<file path="src/rtl/cpb_pkg.sv">
package cpb_pkg;
  typedef enum logic [1:0] {
    OFF_STATUS = 2'd0,
    OFF_DROP   = 2'd1,
    OFF_RAISE  = 2'd2,
    OFF_SPARE  = 2'd3
  } cpb_off_e;

  localparam logic [31:0] SOFT_FIELD = 32'hFFFE_0000;
  localparam int          PAIR_SRC   = 14;
  localparam int          PAIR_DST   = 31;
  localparam int          GAP_BIT    = 16;
endpackage

</file>
<file path="src/rtl/cpb_decode.sv">
module cpb_decode #(
  parameter int NUM_CPU = 16,
  parameter int ADDR_W  = 16,
  parameter int CPU_LSB = 12,
  parameter int OFF_LSB = 2,
  localparam int CPU_W  = (NUM_CPU > 1) ? $clog2(NUM_CPU) : 1
) (
  input  logic               req_sel,
  input  logic               req_wr,
  input  logic [ADDR_W-1:0]  req_addr,
  output logic [NUM_CPU-1:0] wr_hit,
  output logic               wr_drop,
  output logic               wr_raise,
  output logic               rd_en,
  output logic               rd_live,
  output logic [CPU_W-1:0]   cpu_idx
);
  import cpb_pkg::*;

  cpb_off_e off;

  always_comb begin
    cpu_idx  = req_addr[CPU_LSB +: CPU_W];
    off      = cpb_off_e'(req_addr[OFF_LSB +: 2]);
    wr_drop  = (off == OFF_DROP);
    wr_raise = (off == OFF_RAISE);
    rd_en    = req_sel && !req_wr;
    rd_live  = (off == OFF_STATUS);
  end

  for (genvar g = 0; g < NUM_CPU; g++) begin : g_hit
    assign wr_hit[g] = req_sel && req_wr && (cpu_idx == CPU_W'(g));
  end
endmodule

</file>
<file path="src/rtl/cpb_pend_reg.sv">
module cpb_pend_reg #(
  parameter int DATA_W = 32,
  parameter int LVL_W  = 4
) (
  input  logic              clk,
  input  logic              rst_n,
  input  logic              bus_hit,
  input  logic              bus_drop,
  input  logic              bus_raise,
  input  logic [DATA_W-1:0] wdata,
  input  logic              hw_hit,
  input  logic              hw_set,
  input  logic [LVL_W-1:0]  hw_level,
  output logic [DATA_W-1:0] q
);
  import cpb_pkg::*;

  logic [DATA_W-1:0] soft_bits;
  logic [DATA_W-1:0] drop_bits;
  logic [DATA_W-1:0] lvl_bit;
  logic [DATA_W-1:0] nxt;
  logic              en;

  always_comb begin
    soft_bits = wdata & SOFT_FIELD;
    drop_bits = soft_bits;
    if (wdata[PAIR_SRC]) drop_bits[PAIR_DST] = 1'b1;
    lvl_bit = DATA_W'(1) << hw_level;
    nxt = q;
    if (bus_hit && bus_drop)  nxt = nxt & ~drop_bits;
    if (bus_hit && bus_raise) nxt = nxt | soft_bits;
    if (hw_hit) nxt = hw_set ? (nxt | lvl_bit) : (nxt & ~lvl_bit);
    en = (bus_hit && (bus_drop || bus_raise)) || hw_hit;
  end

  always_ff @(posedge clk or negedge rst_n) begin
    if (!rst_n)  q <= '0;
    else if (en) q <= nxt;
  end


  hw_set_lands_chk: assert property (@(posedge clk) disable iff (!rst_n)
    (hw_hit && hw_set) |=> q[$past(hw_level)]);

  hw_clr_lands_chk: assert property (@(posedge clk) disable iff (!rst_n)
    (hw_hit && !hw_set) |=> !q[$past(hw_level)]);

  gap_bits_zero_chk: assert property (@(posedge clk) disable iff (!rst_n)
    !q[0] && !q[GAP_BIT]);

  drop_clears_chk: assert property (@(posedge clk) disable iff (!rst_n)
    (bus_hit && bus_drop && !hw_hit) |=> ((q & $past(wdata & SOFT_FIELD)) == '0));
endmodule

</file>
<file path="src/rtl/cpb_rd_port.sv">
module cpb_rd_port #(
  parameter int NUM_CPU = 16,
  parameter int DATA_W  = 32,
  localparam int CPU_W  = (NUM_CPU > 1) ? $clog2(NUM_CPU) : 1
) (
  input  logic                      clk,
  input  logic                      rst_n,
  input  logic                      rd_en,
  input  logic                      rd_live,
  input  logic [CPU_W-1:0]          rd_cpu,
  input  logic [NUM_CPU*DATA_W-1:0] pend_flat,
  output logic [DATA_W-1:0]         rdata
);
  logic [DATA_W-1:0] pick;
  logic [DATA_W-1:0] rdata_nxt;

  always_comb begin
    pick = '0;
    for (int i = 0; i < NUM_CPU; i++) begin
      if (rd_cpu == CPU_W'(i)) pick = pend_flat[i*DATA_W +: DATA_W];
    end
    rdata_nxt = rd_live ? pick : '0;
  end

  always_ff @(posedge clk or negedge rst_n) begin
    if (!rst_n)     rdata <= '0;
    else if (rd_en) rdata <= rdata_nxt;
  end
endmodule

</file>
<file path="src/rtl/cpu_pend_bank.sv">
module cpu_pend_bank #(
  parameter int NUM_CPU = 16,
  parameter int DATA_W  = 32,
  parameter int ADDR_W  = 16,
  parameter int LVL_W   = 4,
  parameter int CPU_LSB = 12,
  parameter int OFF_LSB = 2,
  localparam int CPU_W  = (NUM_CPU > 1) ? $clog2(NUM_CPU) : 1
) (
  input  logic                      clk,
  input  logic                      rst_n,
  input  logic                      req_sel,
  input  logic                      req_wr,
  input  logic [ADDR_W-1:0]         req_addr,
  input  logic [DATA_W-1:0]         req_wdata,
  output logic [DATA_W-1:0]         rsp_rdata,
  input  logic                      hw_valid,
  input  logic                      hw_set,
  input  logic [LVL_W-1:0]          hw_level,
  input  logic [CPU_W-1:0]          hw_cpu,
  output logic [NUM_CPU*DATA_W-1:0] pend_flat
);
  logic [NUM_CPU-1:0] wr_hit;
  logic               wr_drop;
  logic               wr_raise;
  logic               rd_en;
  logic               rd_live;
  logic [CPU_W-1:0]   cpu_idx;

  cpb_decode #(
    .NUM_CPU(NUM_CPU), .ADDR_W(ADDR_W), .CPU_LSB(CPU_LSB), .OFF_LSB(OFF_LSB)
  ) decode_i (
    .req_sel(req_sel), .req_wr(req_wr), .req_addr(req_addr),
    .wr_hit(wr_hit), .wr_drop(wr_drop), .wr_raise(wr_raise),
    .rd_en(rd_en), .rd_live(rd_live), .cpu_idx(cpu_idx)
  );

  for (genvar g = 0; g < NUM_CPU; g++) begin : g_cpu
    logic hw_hit;
    assign hw_hit = hw_valid && (hw_cpu == CPU_W'(g)) && (hw_level != '0);

    cpb_pend_reg #(.DATA_W(DATA_W), .LVL_W(LVL_W)) reg_i (
      .clk(clk), .rst_n(rst_n),
      .bus_hit(wr_hit[g]), .bus_drop(wr_drop), .bus_raise(wr_raise),
      .wdata(req_wdata),
      .hw_hit(hw_hit), .hw_set(hw_set), .hw_level(hw_level),
      .q(pend_flat[g*DATA_W +: DATA_W])
    );
  end

  cpb_rd_port #(.NUM_CPU(NUM_CPU), .DATA_W(DATA_W)) rd_i (
    .clk(clk), .rst_n(rst_n),
    .rd_en(rd_en), .rd_live(rd_live), .rd_cpu(cpu_idx),
    .pend_flat(pend_flat), .rdata(rsp_rdata)
  );


  spare_read_zero_chk: assert property (@(posedge clk) disable iff (!rst_n)
    (req_sel && !req_wr && (req_addr[OFF_LSB +: 2] != 2'd0)) |=> (rsp_rdata == '0));

  idle_holds_chk: assert property (@(posedge clk) disable iff (!rst_n)
    (!(req_sel && req_wr) && !hw_valid) |=> $stable(pend_flat));

  lvl_zero_idle_chk: assert property (@(posedge clk) disable iff (!rst_n)
    (!(req_sel && req_wr) && hw_valid && (hw_level == '0)) |=> $stable(pend_flat));
endmodule

</file>
<file path="config.mk">
export PLATFORM = sky130hd
export DESIGN_NAME = cpu_pend_bank
export DESIGN_NICKNAME = d
export VERILOG_FILES = /design/src/rtl/cpb_pkg.sv /design/src/rtl/cpb_decode.sv /design/src/rtl/cpb_pend_reg.sv /design/src/rtl/cpb_rd_port.sv /design/src/rtl/cpu_pend_bank.sv
export SDC_FILE = /design/constraint.sdc
export NUM_CORES = 1
export LEC_CHECK = 0
export BUFFER_PORTS_ARGS = -buffer_cell sky130_fd_sc_hd__buf_4
export CORE_AREA = 2 2 232 234
export CTS_BUF_LIST = sky130_fd_sc_hd__clkbuf_4 sky130_fd_sc_hd__clkbuf_8 sky130_fd_sc_hd__clkbuf_16
export DETAILED_ROUTE_END_ITERATION = 7
export DIE_AREA = 0 0 234 236
export HOLD_SLACK_MARGIN = 0.06
export PLACE_DENSITY = 0.81
export SYNTH_ARGS = -nofsm -noshare
export SYNTH_HDL_FRONTEND = slang
export SYNTH_HIERARCHICAL = 1
export SYNTH_SLANG_ARGS = --single-unit
</file>
<file path="constraint.sdc">
create_clock -name clk -period 3.1 [get_ports clk]
set_clock_uncertainty 0.1 [all_clocks]
set_input_delay 0.31 -clock clk [delete_from_list [all_inputs] [get_ports clk]]
set_output_delay 0.31 -clock clk [all_outputs]
set_load 0.005 [all_outputs]
</file>
; Word level (Yosys, flattened, before mapping)
; Index checks and enable logic that the tools add are counted.
[classes]
n_eq_ne = 32
n_shift = 1
n_mux = 82
bitwise = 66
reduce_logical = 120
[op_table]
columns = op, n
row1 = $mux W32, 81
row2 = $and A32 B32 Y32, 32
row3 = $or A32 B32 Y32, 32
row4 = $logic_and A1 B1 Y1, 98
row5 = $eq A4 B4 Y1 const B, 16
row6 = $not A32 Y32, 2
row7 = $eq A4 B3 Y1 const B, 8
row8 = $shl A1 B4 Y32 const A, 1
row9 = $logic_or A1 B1 Y1, 17
row10 = $eq A4 B2 Y1 const B, 4
row11 = $eq A4 B1 Y1 const B, 2
row12 = $logic_not A4 Y1, 2
row13 = $reduce_bool A4 Y1, 1
row14 = $eq A2 B1 Y1 const B, 1
row15 = $eq A2 B2 Y1 const B, 1
row16 = $logic_not A2 Y1, 1
row17 = $logic_not A1 Y1, 1
row18 = $mux W1, 1
[word_totals]
reg_bits = 544
inputBits = 62
out_inout_bits = 544
word_cells = 318

; Depth between registers and ports, before layout
[logic_depth]
depth_word = 18
ltp_mapped = 10

; Cells and area by module
; The synthesis kept the hierarchy.
[by_module_without_submodules]
columns = mod, instances, cells_per_inst, area_each_um2, seq_area_each_um2
row1 = cpb_pend_reg, 16, 110, 1312.5, 775.7
row2 = cpb_rd_port, 1, 857, 6122.1, 800.8
row3 = cpb_decode, 1, 31, 168.9, 0.0
row4 = cpu_pend_bank, 1, 25, 162.7, 0.0

; Worst setup path after synthesis
; Ideal clock, no wire load.
[synth_timing]
path_kind = input to register
startpoint = input port req_addr[12]
endpoint = register rd_i.rdata[31]
setup_ns = 0.126
arrival_time_ns = 1.732
t_required_ns = 2.874
slack_ns = 1.141
stages = 8
path_buffers = 3
cell_sequence = buf_4 > buf_6 > buf_8 > nor2b_4 > a22oi_2 > nor2_1 > or4_1 > o32a_1
[synth_between]
elab_chain_cells = 18
[synth_rtl]
columns = item, line
row1 = from (decl), cpu_pend_bank.sv:14  ; input logic [ADDR_W-1:0] req_addr,
row2 = $logic_not A4 Y1, cpb_rd_port.sv:20  ; if (rd_cpu == CPU_W'(i)) pick = pend_flat[i*DATA_W +: DATA_W];
row3 = $mux W32 (15 in a row), cpb_rd_port.sv:20
row4 = $mux W32 *, cpb_rd_port.sv:20
row5 = $mux W32 *, cpb_rd_port.sv:22  ; rdata_nxt = rd_live ? pick : '0;
row6 = to (signal assigned), cpb_rd_port.sv:27  ; else if (rd_en) rdata <= rdata_nxt;
row7 = to (decl), cpb_rd_port.sv:12  ; output logic [DATA_W-1:0] rdata
; Every way passes the cells marked *; elsewhere a longest branch is shown, timed or not.
; A chain may end at the register's enable or synchronous reset.

; Worst setup path in the final report
[layout_timing]
startpoint = input port req_addr[12]
endpoint = register rd_i.rdata[26]
; Same word-level chain as after synthesis.

==> out/results.tsv <==
metric	value	unit
outcome	complete, no violations	
critical path endpoint category	flip-flop	
hold crit path type	in2reg	
Synth area leaders	dfrtp_1 (48%), mux2_2 (8.4%), a22o_1 (7.8%)	
share of layout cells above drive strength 1	31.47	%
final worst path period need	2243	ps
pwr/cell area	505.1	mW/mm²
Final Slew Violations	0	
htree depth	2	
hold slack	81.73	ps
Required @ worst endpoint	3540	ps
initial antenna violation count	6	
max-cap viol count	0	
synth unique cells	79	
Post-Syn Nets	2735	
total gr overflow	0	
largest net degree at the start of global routing	129	
DR iter-0 viols	3794	
Root Buffer	clkbuf_16	
Routed WL	120200	µm
Syn-to-layout area delta	25.93	%
CTS tree	yes	
Post-synth ARST share	100.0	%
P_leak	16.29	nW
CORE AREA	0.05307	mm²
Post-synth top flop	dfrtp_1	
sum of negative setup slack	0	ps
# clock sinks	528	
Final Hold Viols	0	
peak supply drop	460.1	µV
All-Layer GR Usage	42.73	%
first-pass GRT wire length	174200	µm
synth warn	6	
Starting Density	51.73	%
Clock Path Buffers	3	
vias in the first global route	25648	
Avg Cell Area, Syn	10.27	µm²
Avg WL per Cell	30.41	µm
post-detail-place hpwl	87110	µm
count of final setup violators	0	
vias after detailed routing	26831	
top cells by count, synth	dfrtp_1 (528), nand2_1 (310), a22o_1 (243), nor2_1 (239), mux2_2 (204)	
Tightest Pin Transition	969.2	ps
Yosys top cell by area	dfrtp_1	
most numerous cell in the Yosys netlist	dfrtp_1	
RSZ-0062 raised after global routing	no	
Die X-Extent	234	µm
fin nets	3276	
Num CTS Buffers	56	
IO Port Bufs	563	
I/O pins	606	
worst-skew pair later-pin latency	620	ps
Setup CP Type	in2reg	
Residual DRC	0	
Clock transition at path regs	70	ps
critical path arrival	2690	ps
FF+latch count, synth	528	
GP Congestion	0.9931	
die area	0.05522	mm²
drt first pass iters	7	
Via-to-Cell Ratio	6.788	
Seq/Total Area, Yosys	48.13	%
CP Launch Type	input port	
ANT nets after route	0	
largest fanout on the critical path	29	
synthesized netlist cell count	2673	
Worst slew margin	35.00	%
Post-synth EDFFs	0	
cell area after synthesis	0.02745	mm²
Period Utilization, post-route	72.34	%
Die H	236	µm
row count	85	
fmax	445.9	MHz
share of Yosys cell area claimed by the top area cell type	48.13	%
[critical path, stage by stage]
cell	delay, ps
buf_6	320
buf_4	320
buf_4	180
nor3_1	60
a2111oi_2	570
o211ai_1	220
a32oi_1	490
a2bb2oi_1	180
[power by group]
part	total [mW]	leakage, nW	internal, mW	switching (mW)
combinational	2.67	8.11	1.19	1.48
clock	6.94	0.948	4.07	2.87
sequential	7.85	7.24	7.32	0.538
[cell families (layout without fill, tap and decap cells)]
kind of cell | after synthesis | after routing | synth area share [%]
buf+inv | 215 | 796 | 3.979
other cells | 16 | 19 | 0.2188
simple gates | 916 | 916 | 15.98
compound gates | 688 | 688 | 18.65
flops | 528 | 528 | 48.13
mux | 310 | 310 | 13.04
[layout make-up]
cell class                      count  area (µm²)
Inverter                           11       41.29
Antenna cell                        3       7.507
Clock inverter                     20       212.7
Fill cell                        4217       18500
Tap cell                          696       870.8
Timing Repair Buffer              687        5394
Multi-Input combinational cell   1930       13160
Sequential cell                   528       13210
Clock buffer                       78        1672
[timing repair]
| item | 4_1_cts | 5_1_grt |
|---|---|---|
| hold buffers | 5 | 0 |
| gates resized for setup | 0 | 0 |
| setup buffers | 0 | 0 |
| endpoints found under the hold margin | 101 | 0 |
[final timing paths]
path | start | end | slack (ps) | cells after the start
setup / recovery | req_addr[12] | rd_i/rdata[26] | 860 | 8
hold / removal | req_wdata[20] | flip-flop | 80 | 3
setup reg to reg | g_cpu[2].reg_i/q[8] | rd_i/rdata[8] | 880 | 5
hold reg to reg | flip-flop | flip-flop | 420 | 1
max in group asynchronous | rst_n | g_cpu[14].reg_i/q[12] | 1710 | 3
min in group asynchronous | rst_n | async pin | 230 | 2
[layer usage]
layer / routed length, µm / GRT usage (%) / up-vias / share of wire (%)
li1: - / - / 10869 / -
met2: 53960 / 65.82 / 2173 / 45
met3: 14880 / 11.39 / 527 / 12
met1: 41750 / 53.53 / 13258 / 35
met4: 9574 / 26.24 / 4 / 8.0
met5: 22 / 0 / - / 0.018
[layout by cell type (no fill, tap or decap), drive strengths merged, types with 20 or more instances in the layout]
| cell type | count |
|---|---|
| nor3 | 74 |
| nor2b | 32 |
| a22o | 243 |
| nand2 | 311 |
| nand2b | 97 |
| o21ai | 132 |
| and2 | 36 |
| mux2i | 30 |
| a221oi | 23 |
| o221ai | 21 |
| dfrtp | 528 |
| nand3 | 45 |
| nor2 | 239 |
| nor3b | 20 |
| a22oi | 48 |
| mux2 | 269 |
| clkbuf | 78 |
| a21oi | 75 |
| buf | 682 |
| o22ai | 30 |
| nand3b | 33 |
[stage by stage]
step                cells  power, mW  area (µm²)  utilization, %  setup slack, ps
detailed placement   3847      10.52       32630           61.48            302.8
global route         3951      17.90       34570           65.14            814.5
CTS                  3950      17.36       34560           65.12            820.3
global placement     3847      10.46       32630           61.48            295.1
finish               3953      17.46       34570           65.15            857.4
floorplan            2673      8.746       27450               -             1141
Power figures use the tool's default switching activity.
